===== src/rtl/fcmp_pkg.sv =====
package fcmp_pkg;

  typedef enum logic [2:0] {
    PRED_RSVD = 3'd0,
    PRED_UN   = 3'd1,
    PRED_OEQ  = 3'd2,
    PRED_UEQ  = 3'd3,
    PRED_OLT  = 3'd4,
    PRED_ULT  = 3'd5,
    PRED_OLE  = 3'd6,
    PRED_ULE  = 3'd7
  } pred_e;

  typedef struct packed {
    logic is_nan;
    logic is_snan;
    logic is_zero;
  } opclass_t;

endpackage


===== src/rtl/fcmp_classify.sv =====
module fcmp_classify #(
  parameter int EXP_W = 8,
  parameter int MAN_W = 23,
  localparam int FP_W = 1 + EXP_W + MAN_W
) (
  input  logic [FP_W-1:0]      op_i,
  output fcmp_pkg::opclass_t   cls_o
);
  logic [EXP_W-1:0] expo;
  logic [MAN_W-1:0] frac;

  assign expo = op_i[FP_W-2 -: EXP_W];
  assign frac = op_i[MAN_W-1:0];

  always_comb begin
    cls_o.is_nan  = (&expo) && (|frac);
    cls_o.is_snan = (&expo) && (|frac) && !frac[MAN_W-1];
    cls_o.is_zero = !(|op_i[FP_W-2:0]);
  end
endmodule


===== src/rtl/fcmp_relation.sv =====
module fcmp_relation #(
  parameter int EXP_W = 8,
  parameter int MAN_W = 23,
  localparam int FP_W = 1 + EXP_W + MAN_W,
  localparam int MAG_W = FP_W - 1
) (
  input  logic [FP_W-1:0]     a_i,
  input  logic [FP_W-1:0]     b_i,
  input  fcmp_pkg::opclass_t  cls_a_i,
  input  fcmp_pkg::opclass_t  cls_b_i,
  output logic                lt_o,
  output logic                eq_o,
  output logic                un_o
);
  logic             sa, sb;
  logic [MAG_W-1:0] ma, mb;
  logic             mag_lt, mag_gt, both_zero;

  assign sa = a_i[FP_W-1];
  assign sb = b_i[FP_W-1];
  assign ma = a_i[MAG_W-1:0];
  assign mb = b_i[MAG_W-1:0];
  assign mag_lt = ma < mb;
  assign mag_gt = ma > mb;
  assign both_zero = cls_a_i.is_zero && cls_b_i.is_zero;

  always_comb begin
    un_o = cls_a_i.is_nan || cls_b_i.is_nan;
    eq_o = 1'b0;
    lt_o = 1'b0;
    if (!un_o) begin
      if (both_zero) begin
        eq_o = 1'b1;
      end else if (sa != sb) begin
        lt_o = sa;
      end else begin
        eq_o = (ma == mb);
        lt_o = sa ? mag_gt : mag_lt;
      end
    end
  end
endmodule


===== src/rtl/fcmp_predicate.sv =====
module fcmp_predicate (
  input  logic [2:0] code_i,
  input  logic       lt_i,
  input  logic       eq_i,
  input  logic       un_i,
  output logic       res_o,
  output logic       rsvd_o
);
  import fcmp_pkg::*;

  always_comb begin
    rsvd_o = 1'b0;
    unique case (pred_e'(code_i))
      PRED_UN:  res_o = un_i;
      PRED_OEQ: res_o = eq_i;
      PRED_UEQ: res_o = eq_i | un_i;
      PRED_OLT: res_o = lt_i;
      PRED_ULT: res_o = lt_i | un_i;
      PRED_OLE: res_o = lt_i | eq_i;
      PRED_ULE: res_o = lt_i | eq_i | un_i;
      default: begin
        res_o  = 1'b0;
        rsvd_o = 1'b1;
      end
    endcase
  end
endmodule


===== src/rtl/fcmp_bool_reg.sv =====
module fcmp_bool_reg #(
  parameter int NBITS = 16,
  localparam int IDX_W = (NBITS > 1) ? $clog2(NBITS) : 1
) (
  input  logic             clk,
  input  logic             rst,
  input  logic             we_i,
  input  logic [IDX_W-1:0] idx_i,
  input  logic             bit_i,
  output logic [NBITS-1:0] q_o
);
  for (genvar g = 0; g < NBITS; g++) begin : g_bit
    always_ff @(posedge clk) begin
      if (rst) begin
        q_o[g] <= 1'b0;
      end else if (we_i && (idx_i == IDX_W'(g))) begin
        q_o[g] <= bit_i;
      end
    end
  end
endmodule


===== src/rtl/fcmp_breg_unit.sv =====
module fcmp_breg_unit #(
  parameter int EXP_W = 8,
  parameter int MAN_W = 23,
  parameter int NBITS = 16,
  localparam int FP_W  = 1 + EXP_W + MAN_W,
  localparam int IDX_W = (NBITS > 1) ? $clog2(NBITS) : 1
) (
  input  logic             clk,
  input  logic             rst,
  input  logic             valid_i,
  input  logic [2:0]       pred_i,
  input  logic [IDX_W-1:0] dst_i,
  input  logic [FP_W-1:0]  opa_i,
  input  logic [FP_W-1:0]  opb_i,
  output logic [NBITS-1:0] breg_o,
  output logic             invalid_o,
  output logic             illegal_o
);
  import fcmp_pkg::*;

  logic [FP_W-1:0] ops [2];
  opclass_t        cls [2];
  logic            lt, eq, un, res, rsvd;

  assign ops[0] = opa_i;
  assign ops[1] = opb_i;

  for (genvar k = 0; k < 2; k++) begin : g_cls
    fcmp_classify #(.EXP_W(EXP_W), .MAN_W(MAN_W)) u_cls (
      .op_i (ops[k]),
      .cls_o(cls[k])
    );
  end

  fcmp_relation #(.EXP_W(EXP_W), .MAN_W(MAN_W)) u_rel (
    .a_i    (opa_i),
    .b_i    (opb_i),
    .cls_a_i(cls[0]),
    .cls_b_i(cls[1]),
    .lt_o   (lt),
    .eq_o   (eq),
    .un_o   (un)
  );

  fcmp_predicate u_pred (
    .code_i(pred_i),
    .lt_i  (lt),
    .eq_i  (eq),
    .un_i  (un),
    .res_o (res),
    .rsvd_o(rsvd)
  );

  fcmp_bool_reg #(.NBITS(NBITS)) u_breg (
    .clk  (clk),
    .rst  (rst),
    .we_i (valid_i && !rsvd),
    .idx_i(dst_i),
    .bit_i(res),
    .q_o  (breg_o)
  );

  always_ff @(posedge clk) begin
    if (rst) begin
      invalid_o <= 1'b0;
      illegal_o <= 1'b0;
    end else begin
      invalid_o <= valid_i && !rsvd && (cls[0].is_snan || cls[1].is_snan);
      illegal_o <= valid_i && rsvd;
    end
  end
endmodule


===== config.mk =====
export PLATFORM = sky130hd
export DESIGN_NAME = fcmp_breg_unit
export DESIGN_NICKNAME = d
export VERILOG_FILES = /design/src/rtl/fcmp_pkg.sv /design/src/rtl/fcmp_classify.sv /design/src/rtl/fcmp_relation.sv /design/src/rtl/fcmp_predicate.sv /design/src/rtl/fcmp_bool_reg.sv /design/src/rtl/fcmp_breg_unit.sv
export SDC_FILE = /design/constraint.sdc
export NUM_CORES = 1
export LEC_CHECK = 0
export BUFFER_PORTS_ARGS = -buffer_cell sky130_fd_sc_hd__clkbuf_2
export CELL_PAD_IN_SITES_DETAIL_PLACEMENT = 1
export CELL_PAD_IN_SITES_GLOBAL_PLACEMENT = 1
export CORE_MARGIN = 2
export CORE_UTILIZATION = 30
export DETAILED_ROUTE_END_ITERATION = 12
export PLACE_DENSITY = 0.83
export SLEW_MARGIN = 0
export SYNTH_ARGS = -nofsm -noshare
export SYNTH_HDL_FRONTEND = slang
export SYNTH_HIERARCHICAL = 1
export SYNTH_SLANG_ARGS = --single-unit

===== constraint.sdc =====
create_clock -name clk -period 2.9 [get_ports clk]
set_input_delay 0.29 -clock clk [delete_from_list [all_inputs] [get_ports clk]]
set_output_delay 0.29 -clock clk [all_outputs]
set_load 0.02 [all_outputs]

==> impl_metrics.xml <==
<?xml version="1.0" encoding="UTF-8"?>
<metrics>
  <group name="sta">
    <metric name="hold_viol" unit="">0</metric>
    <metric name="clock-skew-final" unit="ns">0</metric>
    <metric name="slew_viol_final" unit="">0</metric>
    <metric name="setup_total_negative_slack" unit="ns">0</metric>
    <metric name="fin_crit_sh" unit="%">91.3</metric>
    <metric name="max_freq" unit="MHz">378</metric>
    <metric name="period_minus_slack" unit="ns">2.65</metric>
    <metric name="rsz0062_at_grt" unit="">false</metric>
    <metric name="relSlewSlack" unit="%">70.1</metric>
    <metric name="worst_slew_pin_slew" unit="ns">0.445</metric>
    <metric name="setup_slack" unit="ns">0.253</metric>
    <metric name="setup_viol" unit="">0</metric>
  </group>
  <group name="floorplan">
    <metric name="design.die.area" unit="um2">7070</metric>
    <metric name="number_of_top_level_design_ports" unit="">92</metric>
    <metric name="std_cell_rows" unit="">29</metric>
    <metric name="placeableCoreArea" unit="um2">6280</metric>
    <metric name="die_height" unit="um">84.1</metric>
    <metric name="die-width" unit="um">84.1</metric>
    <metric name="initial_utilization" unit="%">30.6</metric>
  </group>
  <group name="flow_run">
    <metric name="maxCapViolCount" unit="">0</metric>
  </group>
  <group name="layout">
    <metric name="layout.nets" unit="">434</metric>
    <metric name="final_core_util" unit="%">40.7</metric>
    <metric name="n_fill_cell" unit="">803</metric>
    <metric name="area.growth.synth_to_final" unit="%">32.7</metric>
    <metric name="post_route_cells_drive_above_1_share" unit="%">36.0</metric>
    <metric name="insertedDiodeCount" unit="">0</metric>
  </group>
  <group name="setup_path">
    <metric name="path_max_fanout" unit="">16</metric>
    <metric name="worst_path_largest_cell_delay" unit="ns">0.35</metric>
    <metric name="cp_common_cell" unit="">sky130_fd_sc_hd__inv_1</metric>
    <metric name="critical-path-top-delay-family" unit="">compound AO/OA/AOI/OAI gates</metric>
    <metric name="worstSetupPathType" unit="">in2reg</metric>
    <metric name="crit_required" unit="ns">3.08</metric>
    <metric name="endpoint_kind" unit="">flip-flop</metric>
    <metric name="cp_slowest_cell" unit="">sky130_fd_sc_hd__a2111oi_2</metric>
    <metric name="cp.arrival" unit="ns">2.83</metric>
    <metric name="critical_path.n_buffers_inverters" unit="">4</metric>
    <metric name="path_cells" unit="">clkbuf_2 &gt; inv_1 &gt; ha_1 &gt; a21o_1 &gt; a221o_1 &gt; a221oi_2 &gt; o21ai_1 &gt; o21ba_1 &gt; a2111oi_2 &gt; a222oi_1 &gt; inv_1 &gt; nand2b_1 &gt; buf_12 &gt; mux2i_1</metric>
    <metric name="setup.worst_path.start_class" unit="">input port</metric>
  </group>
  <group name="yosys">
    <metric name="syn_area" unit="um2">1920</metric>
    <metric name="synth_fp_nets" unit="">337</metric>
    <metric name="synth.avg_cell_area" unit="um2">8.29</metric>
    <metric name="syn_inst" unit="">232</metric>
    <metric name="yosys_register_bits" unit="">18</metric>
    <metric name="synthesis_warnings" unit="">6</metric>
    <metric name="yosys.cell_types.count" unit="">47</metric>
    <metric name="yosysSeqAreaShare" unit="%">18.7</metric>
  </group>
  <group name="place">
    <metric name="routabilityCongestion" unit="">0.825</metric>
    <metric name="io_buffer_count" unit="">91</metric>
    <metric name="dp.final_hpwl" unit="mm">5.39</metric>
    <metric name="pre_cts_slack" unit="ns">0.0205</metric>
  </group>
  <group name="status">
    <metric name="outcome" unit="">complete, no violations</metric>
  </group>
  <group name="global_routing">
    <metric name="grt_overflow_total" unit="">0</metric>
    <metric name="global_route.usage.total" unit="%">18.1</metric>
    <metric name="grt_max_degree" unit="">20</metric>
    <metric name="wire_length_of_the_first_global_routing_pass" unit="mm">10.6</metric>
    <metric name="grt_pass1_vias" unit="">2282</metric>
    <metric name="grt_antenna_before_repair" unit="">0</metric>
  </group>
  <group name="clock_network">
    <metric name="cts_setup_buffers" unit="">0</metric>
    <metric name="post_cts_resized" unit="">0</metric>
    <metric name="path_clk_slew" unit="ns">0.07</metric>
    <metric name="number_of_buffers_created_by_cts" unit="">3</metric>
    <metric name="insertion_delay" unit="ns">0.26</metric>
    <metric name="cts_max_level" unit="">1</metric>
    <metric name="clock-sinks" unit="">18</metric>
    <metric name="clock_tree_from_tritoncts" unit="">done</metric>
    <metric name="cts-root-buf" unit="">sky130_fd_sc_hd__clkbuf_8</metric>
    <metric name="number_of_buffers_added_to_fix_hold_violations_after_cts" unit="">0</metric>
    <metric name="clockBufferDepth" unit="">2</metric>
  </group>
  <group name="route">
    <metric name="drt-initial-drc-count" unit="">41</metric>
    <metric name="final_antenna_net_count" unit="">0</metric>
    <metric name="post_drt_wl_per_cell" unit="um">15.1</metric>
    <metric name="drc" unit="">0</metric>
    <metric name="drt_pass1_iterations" unit="">4</metric>
    <metric name="detail_route.vias_per_cell" unit="">5.09</metric>
    <metric name="routed_wl" unit="mm">6.11</metric>
    <metric name="vias" unit="">2063</metric>
  </group>
  <group name="power_and_ir_drop">
    <metric name="p_leak" unit="nW">1.40</metric>
    <metric name="power_density" unit="nW/um2">271</metric>
    <metric name="power.total" unit="W">0.000692</metric>
    <metric name="vdd_drop_max" unit="V">0.000159</metric>
  </group>
  <group name="worst_hold_path">
    <metric name="hold_class" unit="">in2reg</metric>
  </group>
</metrics>
==> cell families (layout without fill, tap and decap cells) <==
logic type	count (synthesis)	count (layout)	synth area share, %
AO/OA/AOI/OAI	31	31	12.3
XOR/XNOR	1	1	0.456
adder cells (fa/ha/maj)	31	31	20.2
buffers and inverters	35	131	7.29
flip-flops	18	18	18.7
multiplexers	16	16	8.33
AND/OR/NAND/NOR	100	100	32.7
==> cell usage in the layout, fill, tap and decap left out, types with 3 or more instances in the layout <==
master and count:
sky130_fd_sc_hd__mux2i_1 16, sky130_fd_sc_hd__or4_4 4, sky130_fd_sc_hd__dfxtp_1 18, sky130_fd_sc_hd__nand2_1 17, sky130_fd_sc_hd__o21ai_0 3, sky130_fd_sc_hd__a21oi_1 12, sky130_fd_sc_hd__clkbuf_8 4, sky130_fd_sc_hd__nand2b_1 17
sky130_fd_sc_hd__inv_1 32, sky130_fd_sc_hd__and4_1 6, sky130_fd_sc_hd__nor4_1 10, sky130_fd_sc_hd__nand3_1 7, sky130_fd_sc_hd__nor3_1 4, sky130_fd_sc_hd__nor2_1 7, sky130_fd_sc_hd__nand4_1 7, sky130_fd_sc_hd__buf_4 3
sky130_fd_sc_hd__clkbuf_2 91, sky130_fd_sc_hd__ha_1 31, sky130_fd_sc_hd__a211oi_1 3
==> worst paths after layout <==
kind	from	to	slack (ns)	cells past startpoint
setup / recovery	opb_i[16]	u_breg/q_o[15]	0.25	14
hold / removal	valid_i	invalid_o	0.33	2
setup reg to reg	u_breg/q_o[11]	u_breg/q_o[11]	2.25	2
hold reg to reg	u_breg/q_o[3]	u_breg/q_o[3]	0.48	2
==> routing by layer <==
metal	vias to the layer above	wire length, um	GRT usage, %
li1	1030	-	-
met1	952	2580	22.0
met2	76	3060	33.9
met3	5	394	1.88
met4	0	74	3.96
met5	-	0	0
==> registers in the layout, indices dropped and copies added (netlist names) <==
name and cells:
u_breg/q_o 16, illegal_o 1, invalid_o 1
==> power by group <==
group | internal (W) | switching, W
sequential | 0.000249 | 0.00000109
combinational | 0.000111 | 0.000124
clock | 0.000121 | 0.0000850
total | 0.000481 | 0.000211
==> worst reg2reg max path, stage by stage, from the launching register on <==
cell and delay (ns):
sky130_fd_sc_hd__dfxtp_1 0.37, sky130_fd_sc_hd__nand2b_1 0.07, sky130_fd_sc_hd__mux2i_1 0.14
==> metrics by stage <==
stage | hold WS, ns | instances | area [um2]
detailed placement | 0.474 | 401 | 2500
floorplan | 0.364 | 232 | 1920
global placement | 0.463 | 401 | 2500
finish | 0.330 | 405 | 2550
global route | 0.329 | 405 | 2550
CTS | 0.327 | 405 | 2550
==> final cells by class <==
type / count / area, um2 / area share, %
Multi-Input combinational cell: 179 / 1420 / 55.7
Timing Repair Buffer: 95 / 498 / 19.5
Sequential cell: 18 / 360 / 14.1
Inverter: 32 / 120 / 4.71
Tap cell: 77 / 96.3 / 3.77
Clock buffer: 4 / 55.1 / 2.16
==> cells in the mapped netlist, drive strengths merged <==
cell type,count,area share [%]
dfxtp,18,19
o31ai,1,0.39
inv,32,6.2
mux2i,16,8.3
or2,3,0.98
buf,2,0.85
nor4b,1,0.78
a222oi,1,0.52
nand2b,17,5.5
nand4,7,2.3
and4,6,2.7
nor2,9,2.0
nor3b,1,0.65
a21oi,12,3.1
and2,2,0.65
nand3,8,2.3
o21bai,1,0.39
a211oi,3,1.2
a221oi,2,1.2
nor4,11,3.9
and3,2,0.65
a21boi,1,0.98
clkbuf,1,0.19
xnor2,1,0.46
nand3b,1,0.39
and2b,4,1.7
o21ba,1,0.52
ha,31,20
a221o,1,0.52
nor3,4,1.0
o21ai,4,1.0
a21o,2,0.85
nand2,17,3.3
and3b,3,1.4
or4,4,2.3
a2111oi,2,1.6
(Power assumes the default switching activity.)
